### config.mk
export PLATFORM = sky130hd
export DESIGN_NAME = ifetch_seq
export DESIGN_NICKNAME = d
export VERILOG_FILES = /design/src/rtl/ifs_pkg.sv /design/src/rtl/ifs_decode.sv /design/src/rtl/ifs_step_ctl.sv /design/src/rtl/ifs_addr_mux.sv /design/src/rtl/ifetch_seq.sv
export SDC_FILE = /design/constraint.sdc
export NUM_CORES = 1
export LEC_CHECK = 0
export BUFFER_PORTS_ARGS = -buffer_cell sky130_fd_sc_hd__buf_4
export CAP_MARGIN = 5
export CORE_MARGIN = 10
export CORE_UTILIZATION = 52
export CTS_BUF_LIST = sky130_fd_sc_hd__clkbuf_16
export CTS_CLUSTER_SIZE = 10
export DETAILED_ROUTE_END_ITERATION = 12
export HOLD_SLACK_MARGIN = 0.06
export MAX_ROUTING_LAYER = met4
export PLACE_DENSITY_LB_ADDON = 0.1
export SETUP_SLACK_MARGIN = 0.15
export SLEW_MARGIN = 5
export SYNTH_ARGS = -nofsm -noshare
export SYNTH_HDL_FRONTEND = slang
export SYNTH_SLANG_ARGS = --single-unit
### constraint.sdc
create_clock -name clk -period 4.41 [get_ports clk]
set_input_delay 0.2205 -clock clk [delete_from_list [all_inputs] [get_ports clk]]
set_output_delay 0.2205 -clock clk [all_outputs]
set_load 0.02 [all_outputs]
### src/rtl/ifs_pkg.sv
package ifs_pkg;

  typedef enum logic [1:0] {
    PH_FETCH = 2'd0,
    PH_EXEC  = 2'd1,
    PH_OPER  = 2'd2
  } phase_e;

  typedef enum logic [1:0] {
    CL_REG    = 2'b00,
    CL_MULDIV = 2'b01,
    CL_MEM    = 2'b10,
    CL_BRANCH = 2'b11
  } iclass_e;

  typedef enum logic [1:0] {
    SEL_PC   = 2'd0,
    SEL_SEQ  = 2'd1,
    SEL_DATA = 2'd2,
    SEL_TGT  = 2'd3
  } addr_sel_e;

endpackage

### src/rtl/ifs_decode.sv
module ifs_decode
  import ifs_pkg::*;
(
  input  logic [2:0] insn_top,
  output iclass_e    cls,
  output logic       is_store
);

  assign cls      = iclass_e'(insn_top[2:1]);
  assign is_store = insn_top[0];

endmodule

### src/rtl/ifs_step_ctl.sv
module ifs_step_ctl
  import ifs_pkg::*;
(
  input  phase_e    phase,
  input  iclass_e   cls,
  input  logic      is_store,
  input  logic      br_taken,
  input  logic      md_done,
  output addr_sel_e sel,
  output logic      capture,
  output logic      advance,
  output phase_e    phase_nx,
  output logic      rd,
  output logic      wr
);

  always_comb begin
    sel      = SEL_SEQ;
    advance  = 1'b0;
    phase_nx = PH_EXEC;
    rd       = 1'b0;
    wr       = 1'b0;
    case (phase)
      PH_FETCH: sel = SEL_PC;
      PH_EXEC: begin
        case (cls)
          CL_REG:    advance = 1'b1;
          CL_MULDIV: advance = md_done;
          CL_MEM: begin
            sel      = SEL_DATA;
            rd       = ~is_store;
            wr       = is_store;
            phase_nx = PH_OPER;
          end
          CL_BRANCH: begin
            sel     = br_taken ? SEL_TGT : SEL_SEQ;
            advance = 1'b1;
          end
          default: advance = 1'b1;
        endcase
      end
      PH_OPER: advance = 1'b1;
      default: begin
        sel      = SEL_PC;
        phase_nx = PH_FETCH;
      end
    endcase
    capture = advance | (phase == PH_FETCH);
  end

endmodule

### src/rtl/ifs_addr_mux.sv
module ifs_addr_mux
  import ifs_pkg::*;
#(
  parameter int ADDR_W = 16
) (
  input  addr_sel_e         sel,
  input  logic [ADDR_W-1:0] pc,
  input  logic [ADDR_W-1:0] data_addr,
  input  logic [ADDR_W-1:0] br_target,
  output logic [ADDR_W-1:0] addr
);

  localparam logic [ADDR_W-1:0] STEP = ADDR_W'(1);

  logic [ADDR_W-1:0] pc_next;
  assign pc_next = pc + STEP;

  always_comb begin
    case (sel)
      SEL_PC:   addr = pc;
      SEL_DATA: addr = data_addr;
      SEL_TGT:  addr = br_target;
      default:  addr = pc_next;
    endcase
  end

endmodule

### src/rtl/ifetch_seq.sv
module ifetch_seq
  import ifs_pkg::*;
#(
  parameter int                ADDR_W     = 16,
  parameter int                INSN_W     = 32,
  parameter logic [ADDR_W-1:0] START_ADDR = '0
) (
  input  logic              clk,
  input  logic              rst,
  input  logic              ext_stall,
  input  logic [INSN_W-1:0] code_word,
  input  logic [ADDR_W-1:0] data_addr,
  input  logic [ADDR_W-1:0] br_target,
  input  logic              br_taken,
  input  logic              md_done,
  output logic [ADDR_W-1:0] mem_addr,
  output logic [INSN_W-1:0] ir,
  output logic [ADDR_W-1:0] pc,
  output logic              rd_stb,
  output logic              wr_stb
);

  localparam int TOP_LSB = INSN_W - 3;

  phase_e    phase_q;
  phase_e    phase_nx;
  iclass_e   cls;
  logic      is_store;
  addr_sel_e sel;
  logic      capture;
  logic      advance;

  ifs_decode u_dec (
    .insn_top (ir[INSN_W-1:TOP_LSB]),
    .cls      (cls),
    .is_store (is_store)
  );

  ifs_step_ctl u_ctl (
    .phase    (phase_q),
    .cls      (cls),
    .is_store (is_store),
    .br_taken (br_taken),
    .md_done  (md_done),
    .sel      (sel),
    .capture  (capture),
    .advance  (advance),
    .phase_nx (phase_nx),
    .rd       (rd_stb),
    .wr       (wr_stb)
  );

  ifs_addr_mux #(.ADDR_W(ADDR_W)) u_mux (
    .sel       (sel),
    .pc        (pc),
    .data_addr (data_addr),
    .br_target (br_target),
    .addr      (mem_addr)
  );

  always_ff @(posedge clk) begin
    if (rst) begin
      pc      <= START_ADDR;
      ir      <= '0;
      phase_q <= PH_FETCH;
    end else if (!ext_stall) begin
      phase_q <= phase_nx;
      if (capture) ir <= code_word;
      if (advance) pc <= mem_addr;
    end
  end

endmodule

-- Yosys cells after proc, flatten, opt, wreduce, memory -nomap -nowiden
Index checks and enable logic that the tools add are counted.
- output and inout bits: 66
- register bits: 50
- word-level logic and storage cells: 33
- bits of input ports: 69
- equality and inequality tests: 7
- reduce and logical (&&, ||, !) cells: 7
- bitwise logic cells: 3
- multiplexer cells: 12
- add/sub/neg operators: 1
- operator list (operator ; count):
    $pmux W16 S3 ; 1
    $add A16 B1 Y16 const B ; 1
    $pmux W2 S2 ; 3
    $eq A2 B2 Y1 const B ; 5
    $logic_not A2 Y1 ; 3
    $eq A2 B1 Y1 const B ; 2
    $mux W1 ; 4
    $mux W2 ; 2
    $pmux W1 S2 ; 2
    $reduce_and A2 Y1 ; 2
    $reduce_or A2 Y1 ; 2
    $not A1 Y1 ; 2
    $or A1 B1 Y1 ; 1

-- Logic depth before layout (Yosys ltp)
- depth in word-level cells: 6
- depth in mapped cells: 9
- mapped depth without buffers: 7

-- By module
A second synthesis with hierarchy kept.
- cells, all modules: 355
- area total of the unflattened synthesis: 3219.3 µm²
- modules (own cells, without submodules) (module ; area each (µm²) ; instances ; seq. area each (µm²) ; cells an instance):
    ifetch_seq ; 2254.7 ; 1 ; 1001.0 ; 223
    ifs_addr_mux ; 714.4 ; 1 ; 0.0 ; 100
    ifs_step_ctl ; 227.7 ; 1 ; 0.0 ; 29
    ifs_decode ; 22.5 ; 1 ; 0.0 ; 3

-- Least setup slack after synthesis
OpenSTA, ideal clock, no wires.
- path kind: reg2out
- from: register ir[30]
- to: output mem_addr[11]
- cell stages (with the launch flop): 8
- path buffers: 1
- data arrival time: 2176 ps
- slack: 2014 ps
- path through: dfxtp_1 inv_1 ha_1 o211a_1 o21ai_0 buf_2 a211oi_1 a211oi_1
- word-level cells in the longest chain between the ends: 5
- RTL lines (item ; line ; text):
    start: declaration ; ifetch_seq.sv:17 ; output logic [INSN_W-1:0] ir,
    start signal: assignment ; ifetch_seq.sv:68 ; if (capture) ir <= code_word;
    $eq A2 B2 Y1 ; ifs_step_ctl.sv:26 ; case (cls)
    $pmux W2 S2 * ; ifs_step_ctl.sv:26 ;
    $pmux W2 S2 * ; ifs_step_ctl.sv:23 ; case (phase)
    $eq A2 B2 Y1 / $logic_not A2 Y1 (equally long branches) ; ifs_addr_mux.sv:19 ; case (sel)
    $pmux W16 S3 * ; ifs_addr_mux.sv:19 ;
    end: declaration ; ifetch_seq.sv:16 ; output logic [ADDR_W-1:0] mem_addr,
Mark *: on every way between the ends. The rest lies on a longest branch, timed or not.

-- Worst setup path in the final report
- from: register phase_q[0]
- to: output mem_addr[1]
- word-level cells in the longest chain between the ends: 4
- RTL lines (item ; line ; text):
    start: declaration ; ifetch_seq.sv:25 ; phase_e phase_q;
    start signal: assignment ; ifetch_seq.sv:67 ; phase_q <= phase_nx;
    $eq A2 B2 Y1 / $eq A2 B1 Y1 (equally long branches) ; ifs_step_ctl.sv:23 ;
    $pmux W2 S2 * ; ifs_step_ctl.sv:23 ;
    $eq A2 B2 Y1 / $logic_not A2 Y1 (equally long branches) ; ifs_addr_mux.sv:19 ;
    $pmux W16 S3 * ; ifs_addr_mux.sv:19 ;
Marks and branches as above.

==> results.toml <==
[critical_path]
cp_slowest_stage_delay_ps = 660
reg2regPathDepth = 7
crit_type = "flip-flop to output port"
crit_chain = "inv_1 > ha_1 > inv_1 > a21oi_2 > mux4_2 > buf_4"
cp-end-kind = "output port"
cp.depth = 6
critPathTopFamily = "compound AO/OA/AOI/OAI gates"
cp_slowest_cell = "a21oi_2"
worst-path-buf-inv = 3
crit_arrival_ps = 3040
critical_path_required_ps = 4190
crit_top_cell = "inv_1"
path_max_fanout = 16
regToRegSetupSlack_ps = 1600
cp-start-kind = "flip-flop"

[yosys]
ys.flop_type = "dfxtp_1"
synth_cell_types = 55
synth_top_family_by_area = "simple AND/OR/NAND/NOR gates"
synthArstFlopShare_pct = 0
yosys.area.top_type_share_pct = 31.1
synth_edf_count = 0
yosysMostFrequentCell = "nand2_1"
netlist_top_cells_count = "95 x nand2_1, 50 x dfxtp_1, 36 x mux2i_1, 21 x a21oi_1, 16 x nand3_1"
avgSynthCellArea_um2 = 8.12
synthTopCellsByArea = "dfxtp_1 31%, mux2i_1 11%, nand2_1 11%"
syn_inst = 397
yosys.area.top_type = "dfxtp_1"
syn-num-nets = 475
synth_compound_area_share_pct = 19.1
synth_xor_xnor_area_share_pct = 2.99
synthSimpleGateAreaFrac_pct = 25.3
yosys_warnings = 0
synth_mux_area_share_pct = 11.9
syn_area_um2 = 3220
ys_ff_latch = 50
ys_seq_area_share_pct = 31.1
synth_fa_ha_area_share_pct = 3.50

[clock_network]
post-cts-setup-buffer-count = 0
cts_resized = 0
cts.hold.buffers_added = 0
cts_root_buf = "clkbuf_16"
cts.htree.levels = 2
clock_sinks = 50
cts_buffers = 5
path_clk_slew_ps = 80
clock_path_buffers = 2
cts_tree = "done"
clock_latency_ps = 300

[finish]
layout.nets = 590
syn_to_final_growth_pct = 34.5
num_antenna_cells = 0
final_layout_size_suffix_gt1_share_pct = 32.2
nFillCells = 472
fin_area_um2 = 4330

[min_path]
hold_class = "input pin to flip-flop"
holdPathStages = 3

[pwr]
p_total_mw = 1.15
switching_power_mw = 0.341
internal_power_mw = 0.807
p_comb_share_pct = 21.5
peakVddDrop_v = 0.000195
p_leak_nw = 1.98
switching_share_pct = 29.7
power.density_nw_per_um2 = 265
p_seq_share_pct = 42.7
p_clk_share_pct = 35.8

[placement]
place.gp.congestion = 0.905
portBuffers = 134
place_area_um2 = 4180
hpwl_um = 7710

[sta]
rsz0062_at_grt = "no"
hold_viol = 0
finalSetupViolCount = 0
tns_ps = 0
timing.fmax_mhz = 306
slew_violations = 0
finClkSkew_ps = 6.13
tightest_slew_ps = 1120
min_period_over_period_pct = 74.0
fin_crit_ps = 3260
relSlewSlack_pct = 25.0
fin_hold_ws_ps = 174

[global_route]
grt_pass1_wl_um = 16100
grt_pass1_vias = 3311
track_usage_pct = 20.3
grt_max_degree = 74
overflow = 0
antenna_found_initial = 0

[floorplan]
die_w_um = 98.7
start_util_pct = 54.1
num_rows = 28
die_area_um2 = 9740
die_height_um = 98.7
core_um2 = 5960
boundaryPins = 135

[detailed_routing]
vias_per_cell = 5.65
finalWirelength_um = 10100
drtIter0Drc = 178
ant_nets = 0
drc_errors = 0
via_count = 3325
routedWlPerCell_um = 17.1
drt-pass1-iter-count = 4

[outcome]
run_status = "finished clean"

[run]
cap_violations = 0
[cell usage in the layout (no fill, tap or decap), types with 3 or more instances in the layout]
cell type / netlist / layout
inv_2: 3 / 3
xnor2_1: 9 / 9
and3_1: 9 / 9
or3_1: 3 / 3
clkbuf_16: 0 / 5
nor2_1: 15 / 15
ha_1: 9 / 9
a31o_2: 4 / 4
o21ai_0: 10 / 10
dfxtp_1: 50 / 50
and2_1: 8 / 8
o2111ai_1: 3 / 3
nand2_1: 95 / 95
a21oi_1: 21 / 21
mux2i_1: 36 / 36
nand3_1: 16 / 16
a211oi_1: 5 / 5
a211o_1: 3 / 3
nor4_1: 3 / 3
and4_1: 3 / 3
buf_4: 5 / 135
nor3_1: 3 / 3
a21boi_0: 4 / 4
o211a_1: 4 / 4
o211ai_1: 3 / 3
inv_1: 9 / 9
o31ai_1: 4 / 4
nand4_1: 4 / 4
[worst register-to-register path, cell delays in order, from the launching register on]
cell and delay, ps:
dfxtp_1 390, inv_1 90, ha_1 540, inv_1 260
a21oi_2 660, mux4_2 620, nand2_1 70, a21oi_1 50
[cells by family after synthesis]
kind of cell	after synthesis
xor gates and xnor gates	11
DFF	50
and+or+nand+nor	171
AOI/OAI and AO/OA	80
buffers and inverters	39
muxes	37
adders and majority gates	9
[flip-flops by register name, indices dropped and copies added, names as in the netlist]
signal	flops
phase_q	2
pc	16
ir	32
[path summary, 6_finish.rpt]
path                               startpoint           to
worst max-delay path               phase_q[0]  mem_addr[1]
worst min-delay path            code_word[11]       ir[11]
worst max register to register     phase_q[0]        pc[1]
worst min register to register         ir[11]       ir[11]
[power by group through the flow]
stage	combinational [mW]	clock [mW]	sequential, mW
2_1_floorplan	0.118	0	0.525
3_3_place_gp	0.243	0	0.499
3_5_place_dp	0.248	0	0.501
4_1_cts	0.249	0.414	0.490
5_1_grt	0.268	0.429	0.494
6_report	0.247	0.411	0.490
[metrics by stage]
step | utilization [%] | setup slack, ps | std cells
floorplan | - | 2010 | 397
global placement | 70.2 | 1570 | 580
detailed placement | 70.2 | 1490 | 580
CTS | 72.8 | 1140 | 588
global route | 72.8 | 954 | 588
finish | 72.8 | 1150 | 588
[per-layer routing]
layer | part of all wire [%] | routed length [µm] | GRT usage [%] | up-vias
met5 | 0 | 0 | - | -
met4 | 3.1 | 316 | 8.82 | 0
met3 | 6.9 | 700 | 3.91 | 28
met2 | 50 | 5080 | 34.5 | 150
met1 | 40 | 3980 | 22.5 | 1516
li1 | - | - | - | 1631
[area by class of cell]
class,count,area (µm²),share of cell area (%)
flip-flops and latches,50,1000,23.1
repair buffers,135,1010,23.4
inverters,12,45.0,1.04
multi-input cells,308,2030,46.8
clock inverters,3,27.5,0.635
well taps,75,93.8,2.17
clock buffers,5,125,2.89
(Power assumes the default switching activity.)
